===== src/rtl/irq_cpu_if_pkg.sv =====
package irq_cpu_if_pkg;
  typedef enum logic [2:0] {
    ADR_CTRL  = 3'd0,
    ADR_PMASK = 3'd1,
    ADR_ACK   = 3'd2,
    ADR_EOI   = 3'd3,
    ADR_RPRI  = 3'd4
  } reg_addr_e;
endpackage


===== src/rtl/icpu_prio_stack.sv =====
module icpu_prio_stack #(
  parameter int ID_W   = 10,
  parameter int PRIO_W = 8,
  parameter int DEPTH  = 4,
  localparam int CNT_W = $clog2(DEPTH + 1)
) (
  input  logic              clk,
  input  logic              rst_n,
  input  logic              push,
  input  logic [ID_W-1:0]   push_id,
  input  logic [PRIO_W-1:0] push_prio,
  input  logic              pop,
  output logic [ID_W-1:0]   top_id,
  output logic [PRIO_W-1:0] top_prio,
  output logic              empty,
  output logic              full,
  output logic [CNT_W-1:0]  depth
);
  logic [ID_W-1:0]   id_mem   [DEPTH];
  logic [PRIO_W-1:0] prio_mem [DEPTH];
  logic [CNT_W-1:0]  cnt;

  assign empty = (cnt == '0);
  assign full  = (cnt == CNT_W'(DEPTH));
  assign depth = cnt;

  always_comb begin
    top_id   = '0;
    top_prio = '1;
    for (int i = 0; i < DEPTH; i++) begin
      if (CNT_W'(i + 1) == cnt) begin
        top_id   = id_mem[i];
        top_prio = prio_mem[i];
      end
    end
  end

  always_ff @(posedge clk or negedge rst_n) begin
    if (!rst_n) begin
      cnt <= '0;
      for (int i = 0; i < DEPTH; i++) begin
        id_mem[i]   <= '0;
        prio_mem[i] <= '1;
      end
    end else if (push && !full) begin
      for (int i = 0; i < DEPTH; i++) begin
        if (CNT_W'(i) == cnt) begin
          id_mem[i]   <= push_id;
          prio_mem[i] <= push_prio;
        end
      end
      cnt <= cnt + 1'b1;
    end else if (pop && !empty) begin
      cnt <= cnt - 1'b1;
    end
  end

  // a push never arrives while the stack is full
  assert_no_overflow_R8: assert property (@(posedge clk) disable iff (!rst_n)
    push |-> !full);
  // a pop never arrives while the stack is empty
  assert_no_underflow_R7: assert property (@(posedge clk) disable iff (!rst_n)
    pop |-> !empty);
  // a stacked priority is always more urgent than the one beneath it
  assert_push_more_urgent_R4: assert property (@(posedge clk) disable iff (!rst_n)
    push |-> (push_prio < top_prio));
endmodule


===== src/rtl/icpu_gate.sv =====
module icpu_gate #(
  parameter int PRIO_W = 8
) (
  input  logic              enable,
  input  logic              cand_valid,
  input  logic [PRIO_W-1:0] cand_prio,
  input  logic [PRIO_W-1:0] pmask,
  input  logic [PRIO_W-1:0] running,
  input  logic              stack_full,
  output logic              qualify,
  output logic              irq
);
  logic beats_mask, beats_run;

  assign beats_mask = (cand_prio < pmask);
  assign beats_run  = (cand_prio < running);
  assign qualify    = cand_valid && !stack_full && beats_mask && beats_run;
  assign irq        = enable && qualify;
endmodule


===== src/rtl/icpu_rsp_hold.sv =====
module icpu_rsp_hold #(
  parameter int DW = 16
) (
  input  logic          clk,
  input  logic          rst_n,
  input  logic          load,
  input  logic [DW-1:0] load_data,
  input  logic          rsp_ready,
  output logic          rsp_valid,
  output logic [DW-1:0] rsp_data,
  output logic          can_accept
);
  assign can_accept = !rsp_valid || rsp_ready;

  always_ff @(posedge clk or negedge rst_n) begin
    if (!rst_n) begin
      rsp_valid <= 1'b0;
      rsp_data  <= '0;
    end else if (load) begin
      rsp_valid <= 1'b1;
      rsp_data  <= load_data;
    end else if (rsp_ready) begin
      rsp_valid <= 1'b0;
    end
  end

  // a stalled response keeps its data
  assert_rsp_hold_R9: assert property (@(posedge clk) disable iff (!rst_n)
    (rsp_valid && !rsp_ready) |=> (rsp_valid && $stable(rsp_data)));
endmodule


===== src/rtl/irq_cpu_if.sv =====
module irq_cpu_if
  import irq_cpu_if_pkg::*;
#(
  parameter int ID_W   = 10,
  parameter int PRIO_W = 8,
  parameter int DEPTH  = 4,
  parameter int REG_W  = 16,
  localparam int CNT_W = $clog2(DEPTH + 1)
) (
  input  logic              clk,
  input  logic              rst_n,
  input  logic              cand_valid,
  input  logic [ID_W-1:0]   cand_id,
  input  logic [PRIO_W-1:0] cand_prio,
  input  logic              req_valid,
  output logic              req_ready,
  input  logic              req_write,
  input  logic [2:0]        req_addr,
  input  logic [REG_W-1:0]  req_wdata,
  output logic              rsp_valid,
  input  logic              rsp_ready,
  output logic [REG_W-1:0]  rsp_data,
  output logic              irq_req,
  output logic              act_valid,
  output logic [ID_W-1:0]   act_id,
  output logic              deact_valid,
  output logic [ID_W-1:0]   deact_id
);
  localparam logic [ID_W-1:0]   SPURIOUS = '1;
  localparam logic [PRIO_W-1:0] IDLE     = '1;

  logic              ctrl_en;
  logic [PRIO_W-1:0] pmask;
  logic [PRIO_W-1:0] running;
  logic              qualify;
  logic              accept, rd_load;
  logic              ack_rd, ack_hit, eoi_hit;
  logic [REG_W-1:0]  rdata;
  logic [ID_W-1:0]   top_id;
  logic [PRIO_W-1:0] top_prio;
  logic              st_empty, st_full;
  logic [CNT_W-1:0]  st_depth;

  assign running = st_empty ? IDLE : top_prio;
  assign accept  = req_valid && req_ready;
  assign rd_load = accept && !req_write;
  assign ack_rd  = rd_load && (req_addr == ADR_ACK);
  assign ack_hit = ack_rd && qualify;
  assign eoi_hit = accept && req_write && (req_addr == ADR_EOI) && !st_empty
                   && (req_wdata[ID_W-1:0] == top_id);

  icpu_gate #(.PRIO_W(PRIO_W)) u_gate (
    .enable     (ctrl_en),
    .cand_valid (cand_valid),
    .cand_prio  (cand_prio),
    .pmask      (pmask),
    .running    (running),
    .stack_full (st_full),
    .qualify    (qualify),
    .irq        (irq_req)
  );

  icpu_prio_stack #(.ID_W(ID_W), .PRIO_W(PRIO_W), .DEPTH(DEPTH)) u_stack (
    .clk       (clk),
    .rst_n     (rst_n),
    .push      (ack_hit),
    .push_id   (cand_id),
    .push_prio (cand_prio),
    .pop       (eoi_hit),
    .top_id    (top_id),
    .top_prio  (top_prio),
    .empty     (st_empty),
    .full      (st_full),
    .depth     (st_depth)
  );

  always_comb begin
    rdata = '0;
    case (req_addr)
      ADR_CTRL:  rdata[0] = ctrl_en;
      ADR_PMASK: rdata[PRIO_W-1:0] = pmask;
      ADR_ACK:   rdata[ID_W-1:0] = ack_hit ? cand_id : SPURIOUS;
      ADR_RPRI:  rdata[PRIO_W-1:0] = running;
      default:   rdata = '0;
    endcase
  end

  icpu_rsp_hold #(.DW(REG_W)) u_rsp (
    .clk        (clk),
    .rst_n      (rst_n),
    .load       (rd_load),
    .load_data  (rdata),
    .rsp_ready  (rsp_ready),
    .rsp_valid  (rsp_valid),
    .rsp_data   (rsp_data),
    .can_accept (req_ready)
  );

  always_ff @(posedge clk or negedge rst_n) begin
    if (!rst_n) begin
      ctrl_en     <= 1'b0;
      pmask       <= '0;
      act_valid   <= 1'b0;
      act_id      <= '0;
      deact_valid <= 1'b0;
      deact_id    <= '0;
    end else begin
      act_valid   <= ack_hit;
      deact_valid <= eoi_hit;
      if (ack_hit) act_id <= cand_id;
      if (eoi_hit) deact_id <= top_id;
      if (accept && req_write) begin
        if (req_addr == ADR_CTRL)  ctrl_en <= req_wdata[0];
        if (req_addr == ADR_PMASK) pmask   <= req_wdata[PRIO_W-1:0];
      end
    end
  end

  // no request to the core while signalling is disabled
  assert_irq_needs_enable_R3: assert property (@(posedge clk) disable iff (!rst_n)
    irq_req |-> ctrl_en);
  // the activate pulse matches the ID handed back to software
  assert_act_matches_rsp_R4: assert property (@(posedge clk) disable iff (!rst_n)
    act_valid |-> (rsp_valid && rsp_data[ID_W-1:0] == act_id));
  // each deactivate follows exactly one pop
  assert_deact_pops_R6: assert property (@(posedge clk) disable iff (!rst_n)
    deact_valid |-> (st_depth == $past(st_depth) - 1'b1));
  // a raised request never targets an idle-level candidate
  assert_irq_not_idle_R2: assert property (@(posedge clk) disable iff (!rst_n)
    irq_req |-> (cand_valid && cand_prio != IDLE));
endmodule


===== config.mk =====
export PLATFORM = sky130hd
export DESIGN_NAME = irq_cpu_if
export DESIGN_NICKNAME = d
export VERILOG_FILES = /design/src/rtl/irq_cpu_if_pkg.sv /design/src/rtl/icpu_prio_stack.sv /design/src/rtl/icpu_gate.sv /design/src/rtl/icpu_rsp_hold.sv /design/src/rtl/irq_cpu_if.sv
export SDC_FILE = /design/constraint.sdc
export NUM_CORES = 1
export LEC_CHECK = 0
export ABC_CLOCK_PERIOD_IN_PS = 5060
export BUFFER_PORTS_ARGS = -buffer_cell sky130_fd_sc_hd__buf_2
export CAP_MARGIN = 20
export CORE_UTILIZATION = 45
export DETAILED_ROUTE_END_ITERATION = 12
export PLACE_DENSITY = 0.7
export SLEW_MARGIN = 20
export SYNTH_ARGS = -nofsm -noshare
export SYNTH_HDL_FRONTEND = slang
export SYNTH_HIERARCHICAL = 1
export SYNTH_SLANG_ARGS = --single-unit

===== constraint.sdc =====
create_clock -name clk -period 5.06 [get_ports clk]
set_input_delay 1.012 -clock clk [delete_from_list [all_inputs] [get_ports clk]]
set_output_delay 1.012 -clock clk [all_outputs]
set_load 0.01 [all_outputs]

==> results.json <==
{
  "status": "finished clean",
  "fin_crit_sh_pct": 94.1,
  "vias_per_cell": 5.56,
  "rsz0062_at_grt": "false",
  "area_growth_pct": 19.1,
  "grt_max_degree": 49,
  "path_class": "reg2out",
  "fin_crit_ns": 4.76,
  "grt_usage_pct": 21.6,
  "final_util_pct": 55.4,
  "syn_inst": 488,
  "n_fill_cell": 1099,
  "synth_area_per_cell_sq_um": 12.7,
  "num_vias": 4253,
  "io_buffers": 77,
  "layout-drive-gt1-share_pct": 49.7,
  "design_area_sq_um": 7370,
  "synthFlopType": "dfrtp_1",
  "cts.htree.levels": 4,
  "pre_cts_slack_ns": 0.591,
  "power.density_nw_per_um2": 443,
  "ir_worst_vdd_v": 0.000239,
  "place_hpwl_um": 9920,
  "clk_pin_slew_ns": 0.06,
  "wl_um": 14300,
  "clockBufferDepth": 2,
  "layout_commonest_cell": "mux2_2",
  "fp.coreArea_sq_um": 13300,
  "die_x_um": 119,
  "ys_seq_area_share_pct": 50.4,
  "antenna_found_initial": 0,
  "gp_congestion": 0.865,
  "relSlewSlack_pct": 37.7,
  "fin_tns_setup_ns": 0,
  "worst_pin_slew_ns": 0.930,
  "syn_area_sq_um": 6180,
  "routedWlPerCell_um": 18.7,
  "maxCapViolCount": 0,
  "drc": 0,
  "cts.sinks": 123,
  "ys_seq_elements": 123,
  "fin_worst_skew_ns": 0.00839,
  "clk_latency_ns": 0.42,
  "n_antenna_cell": 0,
  "finalSetupViolations": 0,
  "place_area_sq_um": 6700,
  "p_total_mw": 3.26,
  "rows": 42,
  "dieArea_sq_um": 14200,
  "synth_cell_types": 57,
  "arrival_ns": 3.75,
  "fmax_mhz": 210,
  "synth_edf_count": 0,
  "cts_tree": "built",
  "io_pins": 84,
  "grt_first_pass_wirelength_um": 23300,
  "ys_warn_count": 6,
  "crit_required_ns": 4.05,
  "critPathLaunchType": "flip-flop",
  "ctsRootBufferMaster": "clkbuf_16",
  "cts_hold_buffers": 0,
  "worstPathMaxFanout": 7,
  "layout_common_cells": "mux2_2 (108), dfrtp_1 (89), buf_2 (76)",
  "min_path_type": "reg2reg",
  "async_reset_ff_share_pct": 100,
  "ant_nets": 0,
  "firstDrtPassIters": 4,
  "cts_buffers": 17,
  "first_iter_violations": 291,
  "overflow": 0,
  "p_leak_nw": 3.64,
  "final_max_slew_viol_count": 0,
  "setup_slack_ns": 0.297,
  "fp.dieH_um": 119,
  "grt_pass1_vias": 4468,
  "hold_violations": 0,
  "start_util_pct": 46.5,
  "nets": 639,
  "crit_path_end_kind": "output port"
}
-- logic make-up after synthesis --
group | share of synthesized area, %
and+or+nand+nor | 9.57
AOI/OAI and AO/OA | 8.26
xor gates and xnor gates | 1.56
adders and majority gates | 4.05
other | 0.0607
muxes | 22.2
DFF | 50.4
buffers and inverters | 3.89
-- synth_stat cells (3+ instances only) --
| master | n | area share [%] |
|---|---|---|
| o21ai_1 | 8 | 0.65 |
| nand2b_1 | 4 | 0.40 |
| mux2_4 | 9 | 2.2 |
| xnor2_1 | 4 | 0.57 |
| dfstp_2 | 32 | 14 |
| a22oi_1 | 8 | 0.97 |
| inv_1 | 19 | 1.2 |
| nor2_1 | 26 | 1.6 |
| o221ai_1 | 8 | 1.1 |
| nand2_2 | 3 | 0.30 |
| nand3_1 | 5 | 0.40 |
| o21ai_0 | 17 | 1.4 |
| dfrtp_1 | 91 | 37 |
| buf_2 | 5 | 0.40 |
| clkbuf_1 | 7 | 0.43 |
| buf_6 | 7 | 1.3 |
| xor2_1 | 7 | 0.99 |
| or2_2 | 8 | 0.81 |
| and3_1 | 3 | 0.30 |
| ha_1 | 20 | 4.0 |
| nand2_1 | 23 | 1.4 |
| o211ai_1 | 3 | 0.36 |
| a221oi_1 | 10 | 1.4 |
| mux2_2 | 108 | 20 |
| a21oi_1 | 14 | 1.1 |
-- flip-flops by register name, summed over array words and instances (netlist names) --
register,count
deact_id,10
u_stack/prio_mem,32
act_id,10
deact_valid,1
ctrl_en,1
act_valid,1
u_stack/depth,3
u_rsp/rsp_valid,1
pmask,8
u_stack/id_mem,40
u_rsp/rsp_data,16
-- metal layers --
layer	routed length [um]	share of wire [%]	up-vias	GRT usage, %
met5	0	0	-	0
met1	6610	46	2171	28.3
met4	274	1.9	0	8.07
met2	6780	47	119	34.4
met3	632	4.4	26	5.51
li1	-	-	1937	-
-- final cells by class --
class | count | area, sq um | area share (%)
multi-input combinational | 328 | 2850 | 38.6
clock buffer | 22 | 484 | 6.57
sequential | 123 | 3120 | 42.4
timing repair buffer | 86 | 455 | 6.18
clock inverter | 10 | 163 | 2.21
inverter | 20 | 77.6 | 1.05
tap | 176 | 220 | 2.99
-- worst paths after layout --
check	from	endpoint	slack [ns]	depth (start not counted)
worst max-delay path	u_stack/depth[1]	irq_req	0.30	12
worst min-delay path	act_id[4]	act_id[4]	0.50	1
worst max register to register	u_stack/depth[1]	u_stack/id_mem[29]	0.71	18
worst min register to register	act_id[4]	act_id[4]	0.50	1
max in group asynchronous	rst_n	u_stack/id_mem[19]	3.43	2
min in group asynchronous	rst_n	act_id[5]	0.61	1
-- worst max-delay path, stage by stage, from the launching register on --
cell,delay (ns)
dfrtp_2,0.45
ha_1,0.20
ha_1,0.22
or4b_4,0.52
o221ai_1,0.21
o21ai_1,0.08
or2_2,0.29
inv_1,0.06
ha_1,0.22
and3_1,0.21
a221o_1,0.38
nor4b_2,0.30
buf_2,0.19
-- where the power goes --
part | total [mW] | internal (mW) | switching (mW)
Sequential | 1.17 | 1.10 | 0.0693
Clock | 1.32 | 0.876 | 0.442
Combinational | 0.774 | 0.358 | 0.416
Total | 3.26 | 2.34 | 0.928
-- repair_timing --
item                       4_1_cts  5_1_grt
setup buffers                    0        1
resized for setup                0        5
setup endpoints to repair        0        1
-- stage by stage --
stage                     cells  hold WS, ns
after global placement      732        0.484
after global routing        765        0.520
after floorplan             493        0.479
after detailed placement    732        0.487
after CTS                   764        0.505
final                       765        0.500
Power figures use the tool's default switching activity.
